[src/rtl/branch_rec_filter.sv]
module branch_rec_filter #(
  parameter int AW    = 48,
  parameter int CYC_W = 16
) (
  input  logic              clk,
  input  logic              rst_n,
  input  logic              br_valid,
  input  logic [4:0]        br_class,
  input  logic [1:0]        br_src_el,
  input  logic [1:0]        br_tgt_el,
  input  logic [AW-1:0]     br_src_addr,
  input  logic [AW-1:0]     br_tgt_addr,
  input  logic              br_mispred,
  input  logic [CYC_W-1:0]  br_cycles,
  input  logic [5:0]        type_en,
  input  logic [5:0]        ctrl,
  output logic              rec_wr,
  output logic [AW-1:0]     rec_src,
  output logic [AW-1:0]     rec_tgt,
  output logic [CYC_W+7:0]  rec_info,
  output logic [1:0]        rec_vld
);
  localparam int INFO_W = CYC_W + 8;
  localparam logic [4:0] C_ERET = 5'd6;
  localparam logic [4:0] C_EXC_LO = 5'd8;
  localparam logic [4:0] C_EXC_HI = 5'd16;
  localparam logic [1:0] V_TGT = 2'b01;
  localparam logic [1:0] V_SRC = 2'b10;

  logic is_ord, is_eret, is_exc, src_ok, tgt_ok, class_on, accept;
  logic [1:0] vld_n;
  logic [1:0] el_n;
  logic [INFO_W-1:0] info_n;

  assign is_ord  = br_class < C_ERET;
  assign is_eret = br_class == C_ERET;
  assign is_exc  = (br_class >= C_EXC_LO) && (br_class <= C_EXC_HI);

  assign src_ok = (br_src_el == 2'd0 && ctrl[0]) || (br_src_el == 2'd1 && ctrl[1]);
  assign tgt_ok = (br_tgt_el == 2'd0 && ctrl[0]) || (br_tgt_el == 2'd1 && ctrl[1]);

  always_comb begin
    if (is_ord)       class_on = type_en[br_class[2:0]];
    else if (is_eret) class_on = ctrl[3];
    else if (is_exc)  class_on = ctrl[2];
    else              class_on = 1'b0;
  end

  assign accept = br_valid && class_on &&
                  (is_ord ? (src_ok && tgt_ok) : (src_ok || tgt_ok));

  assign vld_n = {src_ok, tgt_ok};
  assign el_n  = (vld_n == V_SRC) ? 2'd0 : br_tgt_el;

  assign info_n = {ctrl[4] ? br_cycles : {CYC_W{1'b0}},
                   ctrl[5] && (vld_n != V_TGT) && br_mispred,
                   el_n,
                   br_class};

  always_ff @(posedge clk) begin
    if (!rst_n) begin
      rec_wr   <= 1'b0;
      rec_src  <= '0;
      rec_tgt  <= '0;
      rec_info <= '0;
      rec_vld  <= '0;
    end else begin
      rec_wr <= accept;
      if (accept) begin
        rec_src  <= src_ok ? br_src_addr : '0;
        rec_tgt  <= tgt_ok ? br_tgt_addr : '0;
        rec_info <= info_n;
        rec_vld  <= vld_n;
      end
    end
  end
endmodule

[config.mk]
export PLATFORM = sky130hd
export DESIGN_NAME = branch_rec_filter
export DESIGN_NICKNAME = d
export VERILOG_FILES = /design/src/rtl/branch_rec_filter.sv
export SDC_FILE = /design/constraint.sdc
export NUM_CORES = 1
export LEC_CHECK = 0
export BUFFER_PORTS_ARGS = -buffer_cell sky130_fd_sc_hd__buf_2
export CORE_MARGIN = 4
export CORE_UTILIZATION = 45
export DETAILED_ROUTE_END_ITERATION = 8
export GPL_ROUTABILITY_DRIVEN = 0
export GPL_TIMING_DRIVEN = 1
export PLACE_DENSITY_LB_ADDON = 0.05
export SYNTH_ARGS = -nofsm -noshare
export SYNTH_HDL_FRONTEND = slang
export SYNTH_SLANG_ARGS = --single-unit
[constraint.sdc]
create_clock -name clk -period 1.75 [get_ports clk]
set_input_delay 0.0875 -clock clk [delete_from_list [all_inputs] [get_ports clk]]
set_output_delay 0.0875 -clock clk [all_outputs]
set_load 0.005 [all_outputs]
# Word-level counts from Yosys, hierarchy flattened
# Cells that the tools add are included.
word_totals:
  out_inout_bits: 123
  input_bits: 137
  latch_bits: 0
  word_cells: 39
  regBits: 123
  mem_bits_ro: 0
  memories: 0
  ramBits: 0
classes:
  addsub: 0
  n_lt_le_gt_ge: 4
  reduce_logical: 15
  multipliers: 0
  n_shift: 0
  bitwise_logic: 0
  mux: 10
  eq_ne: 5
  n_div: 0
op_table:
  columns: ["operator", "n"]
  rows:
  - ["48-bit two-way mux", 2]
  - ["16-bit two-way mux", 1]
  - ["1-bit logical AND", 10]
  - ["5-bit by 3-bit equality test with 1-bit output (second input constant)", 1]
  - ["5-bit by 4-bit >= comparator with 1-bit output (second input constant)", 1]
  - ["5-bit less-or-equal comparator (second input constant)", 1]
  - ["5-bit by 3-bit < comparator with 1-bit output (second input constant)", 1]
  - ["1-bit two-way mux", 5]
  - ["2-bit by 1-bit equality test with 1-bit output (second input constant)", 2]
  - ["2-bit zero test", 2]
  - ["3-bit by 4-bit < comparator with 1-bit output (second input constant)", 1]
  - ["1-bit binary-select mux with 3-bit select", 1]
  - ["1-bit logical OR", 3]
  - ["2-bit equality test (second input constant)", 1]
  - ["2-bit two-way mux", 1]
  - ["2-bit by 1-bit inequality test with 1-bit output (second input constant)", 1]

# Depth between registers and ports, before layout
depth:
  depth_word: 7
  ltp_mapped: 9
  ltp_nobuf: 5

# Worst setup path after synthesis
# OpenSTA, ideal clock, no wires.
synth_timing:
  kind: "input-to-reg"
  startpoint: "in br_class[1]"
  endpoint: "reg rec_tgt[15]"
  t_required_ns: 1.678
  arrival_ns: 1.521
  setup_time_ns: 0.072
  path_stages: 8
  setup_slack_ns: 0.158
  path_buffers: 4
  path_cell_list: "buf_6 > o41ai_2 > o211ai_1 > nor4_1 > buf_2 > buf_8 > buf_6 > mux2i_1"
synth_via:
  elab_chain_len: 7
  word_cells_on_any_way: 13
  classes_between: "order compare (3); eq/ne (1); mux (6); reduce/logical (3)"
synth_lines:
  columns: ["item", "line", "source"]
  rows:
  - ["start: declaration", "8", "input logic [4:0] br_class,"]
  - ["5-bit by 4-bit >= comparator with 1-bit output or 5-bit less-or-equal comparator (tied branches)", "37", "assign is_exc = (br_class >= C_EXC_LO) && (br_class <= C_EXC_HI);"]
  - ["1-bit logical AND", "37", null]
  - ["1-bit two-way mux", "45", "else if (is_exc) class_on = ctrl[2];"]
  - ["1-bit two-way mux", "44", "else if (is_eret) class_on = ctrl[3];"]
  - ["1-bit two-way mux", "43", "if (is_ord) class_on = type_en[br_class[2:0]];"]
  - ["1-bit logical AND", "49", "assign accept = br_valid && class_on &&"]
  - ["1-bit logical AND *", "49", null]
  - ["end signal: assignment", "71", "rec_tgt <= tgt_ok ? br_tgt_addr : '0;"]
  - ["end: declaration", "19", "output logic [AW-1:0] rec_tgt,"]
# Mark *: on every way between the ends. The rest lies on a longest branch, timed or not. The select of a mux whose other input is x is not followed.
# A chain may end at the register's enable or synchronous reset.

# Worst setup path in the final report
layout_timing:
  startpoint: "in br_class[1]"
  endpoint: "reg rec_tgt[36]"
# The elaborated chain is that of the path after synthesis.

==> results by group <==
Global route
  • Via count of the first global-routing pass: 5485
  • Met2 GRT Util: 45.94%
  • Overall fraction of global-route tracks in use: 25.09%
  • Met1 track utilization from global routing: 26.55%
  • Total overflow reported by the global router: 0
  • Number of antenna violations at the first check in global routing: 0
  • Top Usage Layer GRT: met2
  • Fraction of met3 tracks used by global routing: 8.034%
  • Wire length of the first global-routing pass: 26030 um
  • Pin count of the biggest net entering global routing: 71

Placed design
  • Cells after DPL: 932
  • Count of input and output buffers: 259
  • Detailed placement HPWL: 10430 um
  • Setup WS pre-CTS: -0.06937 ns

Setup path
  • Kind of start point of the critical path: input port
  • Largest fanout of any net on the critical path: 39
  • CP arrival: 1.78 ns
  • Worst path max stage delay: 0.34 ns
  • Critical-path cell with the highest stage delay: sky130_fd_sc_hd__o41ai_2
  • Logic depth of the worst setup path including buffers: 7
  • WP data required: 2.08 ns
  • Worst path buffer plus inverter count: 3
  • Critical path class: in2reg
  • Dominant delay contributor by cell family on the critical path: buffers and inverters
  • Critical Path End Type: register
  • Cell breakdown of the critical path: buf_2 -> o41ai_2 -> o211ai_1 -> nor4_2 -> buf_4 -> buf_12 -> mux2i_1
  • Worst Reg-to-Reg Cells: 2

Drt
  • Count of antenna-violating nets left after detailed routing: 0
  • Vias per cell: 4.775
  • Routed Wire Length: 16340 um
  • Routed len/inst: 15.11 um
  • Number of design rule violations left after detail routing: 0
  • Overall via count from detail_route: 5162
  • 1st-pass router iterations: 4
  • Detailed Route Iter0 Violations: 245

Worst hold path
  • Hold WC Path Type: in2reg
  • Number of stages on the worst hold path: 3

Outcome
  • Outcome: completed

Clocking
  • Clock buffer count from CTS: 17
  • Post-CTS setup buffer count: 0
  • Clock-pin slew of the registers on the worst-case setup and hold paths: 0.05 ns
  • CTS tree: yes
  • Post-CTS Hold Buffers: 117
  • H-Tree Depth: 4
  • Clk sink count: 123
  • Clock root buffer: sky130_fd_sc_hd__clkbuf_16
  • Resize count post-CTS: 0
  • CTS Buffer Depth: 2
  • Clock latency on the worst-skew pair: 0.41 ns

Timing
  • Post-route fraction of the period consumed by the critical path: 82.80%
  • Max-slew violation count: 0
  • Unrepaired setup endpoints after global routing: no
  • Maximum achievable frequency: 690.1 MHz
  • Clk_skew: 0 ns
  • Transition at the pin with the smallest max-transition slack: 0.3998 ns
  • Fin crit period: 1.449 ns
  • Total of endpoints with negative setup slack in the final report: 0
  • Hold slack: 0.03086 ns
  • Worst rel slew slack: 73.35%
  • Hold Violations, Final: 0
  • Worst Setup Slack, final: 0.3010 ns

Synth
  • Number of register bits inferred by synthesis: 123
  • Number of nets produced by synthesis: 695
  • Cell area after synthesis: 0.005072 sq mm
  • Number of distinct library cells after synthesis: 23
  • Fraction of the yosys area taken by sequential cells: 48.54%
  • Gate count after technology mapping: 558
  • Total of warnings raised by yosys: 0
  • Synthesized area divided by synthesized cell count: 9.090 sq um

Floorplan
  • Starting density of the core: 46.38%
  • Area of the core region: 0.01094 sq mm
  • Die Ht: 114.2 um
  • DIE AREA: 0.01303 sq mm
  • Overall die width: 114.2 um
  • Number of core rows: 38
  • Number of top-level design ports: 260

Finish
  • End-of-flow core utilization: 76.13%
  • Antenna fix cells: 0
  • Register area: 0.002462 sq mm
  • Area of the multi-input gates: 0.002330 sq mm
  • Fraction of layout cells with a size suffix above 1: 32.94%
  • Number of fill cells: 748
  • Nets: 1065
  • Most common library cell in the layout ignoring fill and taps: sky130_fd_sc_hd__buf_2
  • Most frequent cells in the layout: sky130_fd_sc_hd__buf_2 (258), sky130_fd_sc_hd__nand2_1 (226), sky130_fd_sc_hd__mux2i_1 (126), sky130_fd_sc_hd__dfxtp_1 (123), sky130_fd_sc_hd__dlygate4sd3_1 (117)
  • Layout overhead on the synthesized area: 64.13%
  • Number of non-filler instances in the completed layout: 1081

Flow run
  • Max cap viols: 0

Power and ir drop
  • P per Cell Area: 885.0 mW/mm^2
  • Lkg Pwr: 0.003677 uW
  • Overall power consumption: 7368 uW
  • Max VDD drop: 0.0006164 V
cells in the mapped netlist:
| cell type | number | area [sq um] |
|---|---|---|
| sky130_fd_sc_hd__dfxtp_1 | 123 | 2462 |
| sky130_fd_sc_hd__o21ai_0 | 2 | 10.01 |
| sky130_fd_sc_hd__nand3_1 | 17 | 85.08 |
| sky130_fd_sc_hd__nand2_1 | 226 | 848.3 |
| sky130_fd_sc_hd__nor3b_1 | 1 | 7.510 |
| sky130_fd_sc_hd__nor4_1 | 1 | 6.260 |
| sky130_fd_sc_hd__buf_1 | 2 | 7.510 |
| sky130_fd_sc_hd__nor2_1 | 5 | 18.77 |
| sky130_fd_sc_hd__mux2i_1 | 126 | 1261 |
| sky130_fd_sc_hd__a21oi_1 | 1 | 5.000 |
| sky130_fd_sc_hd__and3_1 | 1 | 6.260 |
| sky130_fd_sc_hd__buf_4 | 5 | 37.54 |
| sky130_fd_sc_hd__buf_8 | 7 | 105.1 |
| sky130_fd_sc_hd__buf_2 | 3 | 15.01 |
| sky130_fd_sc_hd__clkbuf_1 | 25 | 93.84 |
| sky130_fd_sc_hd__o31ai_1 | 2 | 15.01 |
| sky130_fd_sc_hd__and2_1 | 3 | 18.77 |
| sky130_fd_sc_hd__o41ai_2 | 1 | 16.27 |
| sky130_fd_sc_hd__a211oi_1 | 1 | 7.510 |
| sky130_fd_sc_hd__inv_1 | 2 | 7.510 |
| sky130_fd_sc_hd__nand3b_1 | 1 | 7.510 |
| sky130_fd_sc_hd__o211ai_1 | 1 | 7.510 |
| sky130_fd_sc_hd__buf_6 | 2 | 22.52 |
final timing paths:
path / from / endpoint / slack [ns]
max: br_class[1] / rec_tgt[36] / 0.30
min: br_tgt_el[1] / rec_info[7] / 0.03
max reg2reg: rec_tgt[36] / rec_tgt[36] / 1.07
min reg2reg: rec_info[6] / rec_info[6] / 0.43
routing by layer:
metal / share of wire [%] / wire length, um / vias up
met5: 0 / 0 / -
met4: 2.7 / 436 / 0
met3: 7.2 / 1174 / 34
met2: 52 / 8527 / 191
met1: 38 / 6200 / 2369
li1: - / - / 2568
through the flow:
stage | setup TNS [ns] | cell area, sq um
finish | 0 | 8325
global route | 0 | 8325
CTS | 0 | 8325
detailed placement | -2.522 | 6504
global placement | -0.5622 | 6504
floorplan | 0 | 5072
flip-flops by register name (all words and copies together), names as in the netlist:
register	count
rec_src	48
rec_tgt	48
rec_info	24
rec_vld	2
rec_wr	1
layout make-up:
class / instances / share of cell area [%]
repair buffers: 395 / 32.43
flip-flops and latches: 123 / 29.58
multi-input cells: 389 / 27.98
clock buffers: 27 / 6.282
well taps: 140 / 2.104
clock inverters: 5 / 1.533
inverters: 2 / 0.09017
worst min-delay path: cells and delay by family:
kind	cells	cell delay, ns
muxes	1	0.12
AOI/OAI and AO/OA	1	0.08
buffers and inverters	1	0.10
cell families (layout without fill, tap and decap cells):
family | Yosys count | in the layout | share of synthesized area, %
AO/OA/AOI/OAI | 8 | 8 | 1.209
buffers and inverters | 46 | 429 | 5.698
flip-flops | 123 | 123 | 48.54
multiplexers | 126 | 126 | 24.86
AND/OR/NAND/NOR | 255 | 255 | 19.68
report_power, final:
part / leakage (uW) / switching (uW) / internal, uW
Sequential: 0.000991 / 13.4 / 2830
Clock: 0.000314 / 1190 / 2610
Combinational: 0.00237 / 304 / 416
Total: 0.00368 / 1510 / 5860
Power figures use the tool's default switching activity.
